===== config.mk =====
export PLATFORM = sky130hd
export DESIGN_NAME = sat_pack
export DESIGN_NICKNAME = d
export VERILOG_FILES = /design/src/rtl/sat_pack.sv
export SDC_FILE = /design/constraint.sdc
export NUM_CORES = 1
export LEC_CHECK = 0
export ABC_AREA = 1
export BUFFER_PORTS_ARGS = -buffer_cell sky130_fd_sc_hd__buf_4
export CAP_MARGIN = 25
export CORE_ASPECT_RATIO = 0.8
export CORE_MARGIN = 5
export CORE_UTILIZATION = 54
export CTS_CLUSTER_DIAMETER = 50
export DETAILED_ROUTE_END_ITERATION = 6
export PLACE_DENSITY = 0.83
export SLEW_MARGIN = 20
export SYNTH_ARGS = -nofsm -noshare
export SYNTH_HDL_FRONTEND = slang
export SYNTH_SLANG_ARGS = --single-unit

===== constraint.sdc =====
create_clock -name clk -period 0.9 [get_ports clk]
set_input_delay 0.045 -clock clk [delete_from_list [all_inputs] [get_ports clk]]
set_output_delay 0.045 -clock clk [all_outputs]
set_load 0.005 [all_outputs]

===== src/rtl/sat_pack.sv =====
module sat_pack (
  input  logic        clk,
  input  logic        rst_n,
  input  logic        in_valid,
  input  logic [1:0]  mode,
  input  logic [63:0] status,
  input  logic [63:0] opa,
  input  logic [63:0] opb,
  output logic        out_valid,
  output logic [63:0] result
);

  localparam int HALF_RSH = 7;
  localparam int BYTE_RSH = 23;
  localparam int FIX_RSH  = 16;

  function automatic logic [7:0] clamp_u8(input logic signed [63:0] v);
    if (v < 0)                   return 8'd0;
    else if (v > 64'sd255)       return 8'd255;
    else                         return v[7:0];
  endfunction

  function automatic logic [15:0] clamp_s16(input logic signed [63:0] v);
    if (v < -64'sd32768)         return 16'h8000;
    else if (v > 64'sd32767)     return 16'h7fff;
    else                         return v[15:0];
  endfunction

  logic [3:0]  sc_half;
  logic [4:0]  sc_word;
  logic [31:0] pk_half;
  logic [15:0] pk_byte;
  logic [31:0] pk_fix;
  logic [63:0] merged;
  logic [63:0] next_result;

  assign sc_half = status[6:3];
  assign sc_word = status[7:3];

  for (genvar k = 0; k < 4; k++) begin : g_half
    logic signed [63:0] ext;
    logic signed [63:0] shl;
    assign ext = {{48{opb[16*k+15]}}, opb[16*k +: 16]};
    assign shl = ext <<< sc_half;
    assign pk_half[8*k +: 8] = clamp_u8(shl >>> HALF_RSH);
  end

  for (genvar w = 0; w < 2; w++) begin : g_word
    logic signed [63:0] ext;
    logic signed [63:0] shl;
    assign ext = {{32{opb[32*w+31]}}, opb[32*w +: 32]};
    assign shl = ext <<< sc_word;
    assign pk_byte[8*w +: 8]   = clamp_u8(shl >>> BYTE_RSH);
    assign pk_fix[16*w +: 16]  = clamp_s16(shl >>> FIX_RSH);
  end

  assign merged = {opa[55:32], pk_byte[15:8], opa[23:0], pk_byte[7:0]};

  always_comb begin
    case (mode)
      2'b00:   next_result = {32'd0, pk_half};
      2'b01:   next_result = merged;
      2'b10:   next_result = {32'd0, pk_fix};
      default: next_result = 64'd0;
    endcase
  end

  always_ff @(posedge clk or negedge rst_n) begin
    if (!rst_n) begin
      out_valid <= 1'b0;
      result    <= 64'd0;
    end else begin
      out_valid <= in_valid;
      if (in_valid) result <= next_result;
    end
  end

  logic unused_bits;
  assign unused_bits = ^{status[63:8], status[2:0], opa[63:56], opa[31:24]};

endmodule



==> results of run 1 <==
repair_timing:
| item | 4_1_cts |
|---|---|
| hold endpoints to repair | 89 |
| hold buffers | 25 |
| endpoints found under the setup margin | 98 |
| pin swaps | 55 |
| gates resized for setup | 221 |
| gates cloned | 11 |
| buffers inserted | 33 |
cell families after synthesis:
group           count (synthesis)  share of synthesized area, %
compound gates                149                         11.22
buf+inv                       179                         10.07
simple gates                 1247                         60.32
flops                          65                         18.39
routing by layer:
metal  GRT overflow  track usage [%]
met1              0            74.69
met2             90            90.45
met3              2            60.16
met4             81            77.63
met5              0            23.02
metrics by stage:
step	TNS (ns)	hold slack (ns)	cell area [um^2]	utilization, %	instances
2_1_floorplan	-37.54	-0.2506	8947	-	1640
3_3_place_gp	-60.21	0.06316	12090	76.00	2190
3_5_place_dp	-64.66	0.06741	12090	76.00	2190
4_1_cts	-40.27	0.02540	13970	87.85	2275
==> results.cfg, run 1 <==
[logic_synthesis]
number_of_warning_messages_in_the_yosys_log = 0
dominantRegCellSynth = dfrtp_1
synth.net_count = 1837
most_frequent_cells_after_synthesis = nand2_1, nand3_1, nor2_1
synth.ff_latch_count = 65
synth_sequential_area_ratio_pct = 18.39
syn_area_um2 = 8845
synth_area_leaders = nand2_1, dfrtp_1, nand3_1, nor2_1, inv_1
syn_area_per_cell_um2 = 5.393
postSynthCellCount = 1640
synth_most_common_cell = nand2_1
synth.largest_area_cell = nand2_1
synth_edf_count = 0
yosysTopAreaCellShare_pct = 33.27
count_of_cell_types_in_the_netlist = 43
synth_async_sr_flop_share_pct = 100.0

[clock_tree]
htree_levels = 3
clock_tree.buffer_depth = 2
cts.sinks = 65
numCtsBuffers = 9
clock-root-buffer = clkbuf_16

[global_routing]
largest_net_degree_at_the_start_of_global_routing = 66
grt_remaining_overflow = 173
globalRouteTotalUtil_pct = 75.06

[status]
run_status = stopped before the end
toolErrorMsg = [ERROR GRT-0232] Routing congestion too high. Check the congestion heatmap in the GUI.
last-stage-reached = 5_1_grt

[floorplan]
boundaryPins = 262
num_rows = 41
die_width_um = 153.1
initial_core_util_pct = 55.62
die-height_um = 124.5

[placement]
dpl_worst_slack_ns = -1.609
io_buffer_count = 186
dp.final_hpwl_um = 31190
finalWeightedCongestion = 1.068

[sta]
last_worst_endpoint_in_the_global_route_repair_timing = result[9]$_DFFE_PN0P_/D
timing.worst_endpoint.kind = register data pin
==> run 2, diff against run 1 <==
CORE_ASPECT_RATIO = not set   (was 0.8)
CORE_UTILIZATION = 40   (was 54)
CTS_CLUSTER_DIAMETER = not set   (was 50)
PLACE_DENSITY = not set   (was 0.83)
PLACE_DENSITY_LB_ADDON = 0.15   (was not set)
==> run 2 against run 1 <==
  * The flow now finishes, with violations (negative setup slack)
  * Synthesized cell count unchanged
  * Area after synthesis stayed put
==> results.cfg, run 2 <==
[sta]
finalSetupViolCount = 72
worst_slew_pin_slew_ns = 0.6260
fin_worst_skew_ns = 0
max_freq_ghz = 0.4896
final_hold_slack_ns = 0.05080
rsz_0062_raised_after_global_routing = true
final.period_utilization_pct = 226.9
timing.final.crit_period_ns = 2.042
final_max_slew_viol_count = 0
max_slew_margin_pct = 58.11
final_critical_path_setup_slack_ns = -1.142
final_report_hold_violation_count = 0

[finish]
layout.cells.most_common_list = nand2_1, buf_4, nand2_2
area_growth_syn_to_layout_pct = 79.86
largest_registers = result: 64 flops, out_valid: 1 flops
largest_register_ffs = 64
num-nets-final = 2304
post_route_cells_drive_above_1_share_pct = 46.78
register_containing_the_most_flip_flops_in_the_final_layout = result
antennaDiodeCount = 0
most_common_cell_after_layout_fill_and_taps_aside = nand2_1
fillers = 1751
finished_layout_cell_area_um2 = 15910
finalNonFillerCells = 2392

[clock_tree]
clock-root-buffer = clkbuf_16
clock_tree.buffer_depth = 2
worst_setup_hold_path_clk_slew_ns = 0.06
htree_levels = 3
cts_tree = yes
insertion_delay_of_the_later_clocked_pin_in_the_worst_skew_pair_ns = 0.34
numCtsBuffers = 9
cts.sinks = 65

[routing]
routed_wire_length_per_instance_um = 19.57
drt-vias-per-instance = 5.564
drtPass1Iterations = 6
detail_route.wirelength_um = 46800
route.vias.total = 13310
drt.antenna.violating_nets = 0
drt_drc_violations_left = 0
drtIter0Drc = 1284

[floorplan]
initial_core_util_pct = 40.53
num_rows = 54
area_of_the_die_um2 = 25190
boundaryPins = 262
die_width_um = 158.7
die-height_um = 158.7
core_um2 = 21820

[logic_synthesis]
synth.largest_area_cell = nand2_1
yosysTopAreaCellShare_pct = 33.27
dominantRegCellSynth = dfrtp_1
syn_area_per_cell_um2 = 5.393
most_frequent_cells_after_synthesis = nand2_1, nand3_1, nor2_1
synth.net_count = 1837
number_of_warning_messages_in_the_yosys_log = 0
synth_edf_count = 0
syn_area_um2 = 8845
synth_area_leaders = nand2_1, dfrtp_1, nand3_1, nor2_1, inv_1
synth_async_sr_flop_share_pct = 100.0
synth_most_common_cell = nand2_1
synth_sequential_area_ratio_pct = 18.39
synth.ff_latch_count = 65
postSynthCellCount = 1640
count_of_cell_types_in_the_netlist = 43

[pwr]
p_leak_nw = 8.215
power.ir.vdd_worst_uv = 837.6
pwr_density_cell_nw_per_um2 = 999.0
power.total_mw = 15.89

[worst_setup_path]
cp_common_cell = nand2_1
timing.critical_path.fanout_max = 11
path_cells = clkbuf_16 -> buf_16 -> nand2_1 -> nand3_2 -> nand3_2 -> o21ai_2 -> nand2_1 -> nand2_2 -> inv_2 -> nand2_1 -> nand2_1 -> nand2_1 -> nor2_1 -> nand2_1 -> nor2_1 -> nand3_2 -> nand2_4 -> clkbuf_16 -> nand2_1 -> nand2_2 -> nand2_1 -> nand2_1 -> nand2_1
crit_slowest_cell = clkbuf_16
crit_path_end_kind = register
critPathRequiredTime_ns = 1.12
setup.worst_path.class = in2reg
cp_data_arrival_time_ns = 2.27
crit_path_max_incr_delay_ns = 0.18
crit_path_start_kind = input pin

[placement]
dp_cells = 2274
io_buffer_count = 186
dp.final_hpwl_um = 32910
dpl_worst_slack_ns = -1.672
placement.cell_area_um2 = 12420
finalWeightedCongestion = 1.020

[global_routing]
globalRouteTotalUtil_pct = 32.01
grt_antenna_before_repair = 0
largest_net_degree_at_the_start_of_global_routing = 66
grt_pass1_vias = 12130
grt_pass1_wl_um = 66340
grt_remaining_overflow = 0

[status]
failed_checks = negative setup slack
run_status = finished with violations

[worst_hold_path]
holdCritPathClass = in2reg

[run]
drv.max_cap_violation_count = 0
[run 2: logic make-up after synthesis]
kind of cell / share of synthesized area [%]
compound gates: 11.22
simple gates: 60.32
buf+inv: 10.07
flops: 18.39
[run 2: per-stage QoR]
step / utilization, % / TNS [ns]
after floorplan: - / -37.54
after CTS: 63.16 / -39.57
final: 72.89 / -43.04
after detailed placement: 56.92 / -64.38
after global routing: 72.89 / -49.32
after global placement: 56.92 / -63.63
[run 2: final cells by class]
class	count	area (um^2)	share of cell area [%]
Timing Repair Buffer	555	5214	32.77
Sequential cell	65	1627	10.22
Multi-Input combinational cell	1396	8043	50.56
Inverter	77	327.8	2.061
Timing Repair inverter	3	42.54	0.2674
Clock buffer	9	225.2	1.416
Clock inverter	7	78.83	0.4955
Tap cell	280	350.3	2.202
[run 2: per-layer routing]
metal / wire length [um] / share of wire, % / global-route usage [%]
met2: 22380 / 48 / 53.59
met3: 3121 / 6.7 / 3.551
met5: 0 / 0 / 0
met4: 1949 / 4.2 / 10.75
met1: 19350 / 41 / 42.96
[run 2: repair_timing]
action                                  4_1_cts  5_1_grt
pin swaps                                    10       57
gates resized for setup                     186      355
gates cloned                                  3       13
hold endpoints to repair                     89        0
buffers inserted                              6       55
hold buffers                                 25        0
endpoints found under the setup margin       97      104
[run 2: power by group]
group / switching [mW] / internal, mW
sequential: 0.198 / 3.16
clock: 1.48 / 2.17
combinational: 4.81 / 4.07
total: 6.49 / 9.40
[run 2: worst paths after layout]
path | start | to | slack, ns | cells after the start
worst max-delay path | status[3] | result[22]$_DFFE_PN0P_ | -1.14 | 23
worst min-delay path | opa[23] | result[31]$_DFFE_PN0P_ | 0.05 | 5
worst max register to register | result[41]$_DFFE_PN0P_ | result[41]$_DFFE_PN0P_ | -0.04 | 2
worst min register to register | result[35]$_DFFE_PN0P_ | result[35]$_DFFE_PN0P_ | 0.50 | 2
max in group asynchronous | rst_n | result[24]$_DFFE_PN0P_ | 0.33 | 3
min in group asynchronous | rst_n | out_valid$_DFF_PN0_ | 0.25 | 3
[run 2: worst max-delay path, delay by kind of cell]
| kind | cells | cell delay (ns) |
|---|---|---|
| compound gates | 1 | 0.09 |
| simple gates | 18 | 1.57 |
| buf+inv | 4 | 0.57 |
(Power assumes the default switching activity.)
==> run 3, diff against run 2 <==
CTS_BUF_LIST = sky130_fd_sc_hd__clkbuf_4   (was not set)
==> run 3 against run 2 <==
  * Combinational power fell by 4.1%
  * Worst hold slack worse by 0.063 ns
  * The flow finishes with violations (negative hold slack, negative setup slack)
  * Non-clock buffer count is 5 higher
  * Critical path depth decreased by 2
  * Sequential share of layout area is 0.47 points higher
  * Clock skew did not move
  * First-iteration DRC count is 12% higher
  * Clock power shrank 40%
==> results.cfg, run 3 (same netlist as run 2, synthesis figures left out) <==
[placement]
dpl_worst_slack_ns = -1.672
io_buffer_count = 186
finalWeightedCongestion = 1.020
dp_cells = 2274
dp.final_hpwl_um = 32910

[routing]
drt.antenna.violating_nets = 0
drt-vias-per-instance = 5.547
routed_wire_length_per_instance_um = 19.52
detail_route.wirelength_um = 46800
route.vias.total = 13300
drtPass1Iterations = 6
drtIter0Drc = 1441
drt_drc_violations_left = 0

[clock_tree]
cts.sinks = 65
clock-root-buffer = clkbuf_4
numCtsBuffers = 9
worst_setup_hold_path_clk_slew_ns = 0.15
clock_tree.buffer_depth = 2
htree_levels = 3
insertion_delay_of_the_later_clocked_pin_in_the_worst_skew_pair_ns = 0.46
cts_tree = yes

[floorplan]
area_of_the_die_um2 = 25190
num_rows = 54
initial_core_util_pct = 40.53
die_width_um = 158.7
core_um2 = 21820
boundaryPins = 262
die-height_um = 158.7

[pwr]
intPower_mw = 7.950
pwr_density_cell_nw_per_um2 = 926.4
netSwitchingFraction_pct = 43.57
power.ir.vdd_worst_uv = 841.7
power.total_mw = 14.09
p_leak_nw = 7.982
p_clk_share_pct = 15.6
p_comb_share_pct = 60.5
p_seq_share_pct = 23.9
switching_power_mw = 6.138

[global_routing]
grt_remaining_overflow = 0
globalRouteTotalUtil_pct = 31.74
grt_antenna_before_repair = 1
grt_pass1_wl_um = 65760
largest_net_degree_at_the_start_of_global_routing = 66
grt_pass1_vias = 12040

[worst_setup_path]
setup.worst_path.class = in2reg
timing.critical_path.fanout_max = 7
cp_data_arrival_time_ns = 2.38
crit_path_start_kind = input pin
crit_path_end_kind = register
critPathRequiredTime_ns = 1.24
critical_path.reg2reg.startpoint = result[44]$_DFFE_PN0P_
startpoint = status[3]

[finish]
post_route_cells_drive_above_1_share_pct = 41.14
multiInputGateArea_um2 = 7480
largest_register_ffs = 64
fillers = 1913
area_growth_syn_to_layout_pct = 71.93
finalNonFillerCells = 2398
register_containing_the_most_flip_flops_in_the_final_layout = result
num-nets-final = 2309
regArea_um2 = 1627
layout.cells.most_common_list = nand2_1, buf_4, nand3_1
most_common_cell_after_layout_fill_and_taps_aside = nand2_1
largest_registers = result: 64 flops, out_valid: 1 flops

[run]
drv.max_cap_violation_count = 0

[sta]
worst_slew_pin_slew_ns = 0.6108
final_max_slew_viol_count = 0
rsz_0062_raised_after_global_routing = true
finalSetupViolCount = 107
tns_ns = -47.88
timing.final.crit_period_ns = 2.037
final_report_hold_violation_count = 1
final_hold_slack_ns = -0.01252
final_critical_path_setup_slack_ns = -1.137
max_freq_ghz = 0.4909
fin_worst_skew_ns = 0
max_slew_margin_pct = 59.13
final.period_utilization_pct = 226.3

[status]
failed_checks = negative hold slack, negative setup slack
run_status = finished with violations

[worst_hold_path]
hold_start = opa[9]
holdCritPathClass = in2reg
[run 3: layer usage]
layer	up-vias	track usage, %	part of all wire [%]
met5	-	0	0
met4	0	10.40	4.5
met3	117	4.069	6.7
met2	662	52.61	48
met1	6190	42.82	41
li1	6333	-	-
[run 3: timing repair]
item / CTS / global route
endpoints found under the setup margin: 105 / 105
cloned: 2 / 14
endpoints found under the hold margin: 99 / 0
setup buffers: 9 / 47
pin swaps: 4 / 28
hold buffers: 35 / 0
gates resized for setup: 132 / 261
[run 3: final timing paths]
check                           slack, ns                     end  cells past startpoint
worst max register to register      -0.01  result[44]$_DFFE_PN0P_                      2
max in group asynchronous            0.46  result[24]$_DFFE_PN0P_                      3
worst min-delay path                -0.01  result[17]$_DFFE_PN0P_                      6
worst min register to register       0.51  result[35]$_DFFE_PN0P_                      2
min in group asynchronous            0.11     out_valid$_DFF_PN0_                      3
worst max-delay path                -1.14   result[3]$_DFFE_PN0P_                     21
[run 3: power groups by stage]
stage	combinational, mW	sequential [mW]	clock, mW
after global placement	6.73	3.34	0
after CTS	7.25	3.34	2.14
after floorplan	3.41	3.36	0
final	8.52	3.36	2.20
after detailed placement	6.75	3.35	0
after global routing	9.13	3.38	2.32
[run 3: worst max-delay path, stage by stage]
cell and delay [ns]:
clkbuf_16 0.15, clkbuf_16 0.16, nand2_1 0.11, nand3_1 0.14, nand3_2 0.13, nand2_1 0.09, nand2_2 0.10, nand3_1 0.14
nand2_2 0.12, nand2_1 0.06, nor2_1 0.12, nand2_1 0.07, nor2_1 0.08, nand3_1 0.11, nand2_2 0.15, buf_6 0.15
nand2_1 0.06, nand2_1 0.10, nand3_1 0.09, nand2_1 0.10, nand2_1 0.09
[run 3: stage by stage]
stage / instance area [um^2] / util, %
after global placement: 12420 / 56.92
after detailed placement: 12420 / 56.92
after CTS: 13510 / 61.89
after global routing: 15210 / 69.68
after floorplan: 8947 / -
final: 15210 / 69.68
[run 3: cell type report]
| type | instances | share of cell area [%] |
|---|---|---|
| clock buffers | 9 | 0.4443 |
| multi-input cells | 1396 | 49.19 |
| clock inverters | 7 | 0.5183 |
| flip-flops and latches | 65 | 10.70 |
| well taps | 280 | 2.304 |
| repair inverters | 3 | 0.2797 |
| diodes | 1 | 0.01646 |
| inverters | 77 | 2.156 |
| repair buffers | 560 | 34.40 |
==> run 4, diff against run 3 <==
--- a/config.mk
+++ b/config.mk
@@ -14,3 +14,5 @@
 export DETAILED_ROUTE_END_ITERATION = 6
+export HOLD_SLACK_MARGIN = 0.02
 export PLACE_DENSITY_LB_ADDON = 0.15
+export SKIP_LAST_GASP = 1
 export SLEW_MARGIN = 20
==> constraint.sdc (replaced) <==
create_clock -name clk -period 0.9 [get_ports clk]
set_input_delay 0.135 -clock clk [delete_from_list [all_inputs] [get_ports clk]]
set_output_delay 0.135 -clock clk [all_outputs]
set_load 0.005 [all_outputs]
==> run 4 against run 3 <==
  * The flow finishes with violations (negative setup slack)
  * Non-clock buffer count is 9 lower
  * Worst hold slack better by 0.067 ns
  * Clock-buffer cell count did not move
  * Clock skew stayed put
  * Critical path depth unchanged
  * Fmax down 5.8%
  * Die area unchanged
  * Combinational power is 3.2% higher
  * Sequential power is essentially flat
==> results.cfg, run 4 (same netlist as run 2, synthesis figures left out) <==
[status]
run_status = finished with violations
failed_checks = negative setup slack

[worst_setup_path]
crit_path_start_kind = input pin
startpoint = status[3]
crit_slowest_cell = o211ai_1
r2r_cells = 3
cp_common_cell = nand2_1
critical_path.reg2reg.startpoint = result[51]$_DFFE_PN0P_
setup.worst_path.class = in2reg
reg2reg_slack_ns = -0.09
critical_path.top_delay_family = simple AND/OR/NAND/NOR gates
crit_path_end_kind = register
path_cells = clkbuf_16 -> clkbuf_16 -> o211ai_1 -> nand2_1 -> nand2_1 -> nand2_2 -> nand2_2 -> nand3_1 -> nand2_1 -> nand2_1 -> nor2_1 -> nand2_1 -> nor2_1 -> nand3_1 -> nand2_4 -> buf_12 -> nand2_2 -> nand2_2 -> nand2_1 -> nand2_1 -> nand2_1
crit-reg2reg-capture = result[51]$_DFFE_PN0P_
cp-endpoint = result[22]$_DFFE_PN0P_
crit_path_max_incr_delay_ns = 0.32
critPathRequiredTime_ns = 1.21
timing.critical_path.fanout_max = 8
worstPathBufferInverterCount = 3
crit_cells = 21
cp_data_arrival_time_ns = 2.47

[finish]
antennaDiodeCount = 0
finish.utilization_pct = 70.90
post_route_cells_drive_above_1_share_pct = 42.54
layout.cells.most_common_list = nand2_1, buf_4, nand3_1
finalNonFillerCells = 2391
area_growth_syn_to_layout_pct = 74.93
regArea_um2 = 1627
finished_layout_cell_area_um2 = 15470
multiInputGateArea_um2 = 7730
fillers = 1805
num-nets-final = 2303
largest_register_ffs = 64
most_common_cell_after_layout_fill_and_taps_aside = nand2_1
register_containing_the_most_flip_flops_in_the_final_layout = result
largest_registers = result: 64 flops, out_valid: 1 flops

[sta]
max_freq_ghz = 0.4626
final_max_slew_viol_count = 0
tns_ns = -59.40
max_slew_margin_pct = 62.86
final.period_utilization_pct = 240.2
final_critical_path_setup_slack_ns = -1.262
final_report_hold_violation_count = 0
timing.final.crit_period_ns = 2.162
rsz_0062_raised_after_global_routing = true
finalSetupViolCount = 109
final_hold_slack_ns = 0.05469
fin_worst_skew_ns = 0
worst_slew_pin_slew_ns = 0.5550

[floorplan]
initial_core_util_pct = 40.53
die_width_um = 158.7
core_um2 = 21820
area_of_the_die_um2 = 25190
num_rows = 54
die-height_um = 158.7
boundaryPins = 262

[global_routing]
grt_antenna_before_repair = 0
globalRouteTotalUtil_pct = 32.73
grt_pass1_wl_um = 68100
grt_pass1_vias = 12570
grt_remaining_overflow = 0
largest_net_degree_at_the_start_of_global_routing = 43

[pwr]
p_seq_share_pct = 23.2
power.ir.vdd_worst_uv = 605.4
intPower_mw = 8.311
netSwitchingFraction_pct = 42.44
p_clk_share_pct = 15.9
p_leak_nw = 8.074
power.total_mw = 14.44
pwr_density_cell_nw_per_um2 = 933.2
switching_power_mw = 6.127
p_comb_share_pct = 60.8

[routing]
detail_route.wirelength_um = 46920
routed_wire_length_per_instance_um = 19.62
drt_drc_violations_left = 0
drt-vias-per-instance = 5.711
route.vias.total = 13650
drt.antenna.violating_nets = 0
drtIter0Drc = 1533
drtPass1Iterations = 6

[clock_tree]
clock_tree.buffer_depth = 2
cts.sinks = 65
worst_setup_hold_path_clk_slew_ns = 0.10
numCtsBuffers = 9
cts_tree = yes
insertion_delay_of_the_later_clocked_pin_in_the_worst_skew_pair_ns = 0.41
htree_levels = 3
clock-root-buffer = clkbuf_4

[placement]
dp_cells = 2252
dp.final_hpwl_um = 31890
io_buffer_count = 186
dpl_worst_slack_ns = -1.717
placement.cell_area_um2 = 12190
finalWeightedCongestion = 1.089

[worst_hold_path]
holdCritPathClass = in2reg

[run]
drv.max_cap_violation_count = 0
==> run 4: how the worst min path moves through the flow <==
stage                       start                      to  slack (ns)  cells after the start
final                     opa[23]  result[31]$_DFFE_PN0P_        0.05                      5
after floorplan             rst_n     out_valid$_DFF_PN0_       -0.16                      0
after global routing       opa[6]  result[14]$_DFFE_PN0P_        0.06                      5
after CTS                 opa[23]  result[31]$_DFFE_PN0P_        0.03                      5
after detailed placement    rst_n   result[5]$_DFFE_PN0P_       0.006                      1
after global placement      rst_n   result[5]$_DFFE_PN0P_       0.004                      1
==> run 4: power by group through the flow <==
stage | clock [mW] | sequential (mW) | combinational (mW)
detailed placement | 0 | 3.35 | 6.61
global route | 2.44 | 3.38 | 9.38
finish | 2.30 | 3.35 | 8.79
floorplan | 0 | 3.36 | 3.42
CTS | 2.34 | 3.33 | 7.67
global placement | 0 | 3.34 | 6.60
==> run 4: cell type report <==
class / count / share of cell area (%)
clock buffer: 9 / 0.4367
tap: 280 / 2.264
timing repair inverter: 5 / 0.5014
inverter: 77 / 2.143
sequential: 65 / 10.51
timing repair buffer: 551 / 33.58
clock inverter: 7 / 0.6065
multi-input combinational: 1397 / 49.96
==> run 4: tightest hold or removal path, cell delays in order <==
cell and delay (ns):
buf_4 0.08, nand2_1 0.04, o211ai_1 0.07, nand2_1 0.06, nand2_1 0.05
==> run 4: layer usage <==
metal | part of all wire [%] | vias up | routed length [um] | GRT usage [%]
li1 | - | 6318 | - | -
met1 | 40 | 6333 | 18580 | 42.88
met2 | 47 | 822 | 22030 | 54.01
met3 | 8.2 | 181 | 3841 | 4.406
met4 | 5.2 | 0 | 2463 | 14.04
met5 | 0 | - | 0 | 0
==> run 4: repair_timing <==
| item | CTS | global route |
|---|---|---|
| resized for setup | 243 | 217 |
| gates cloned | 16 | 9 |
| hold buffers | 30 | 0 |
| pin swaps | 30 | 79 |
| hold endpoints to repair | 94 | 0 |
| setup buffers | 36 | 35 |
| endpoints found under the setup margin | 105 | 109 |
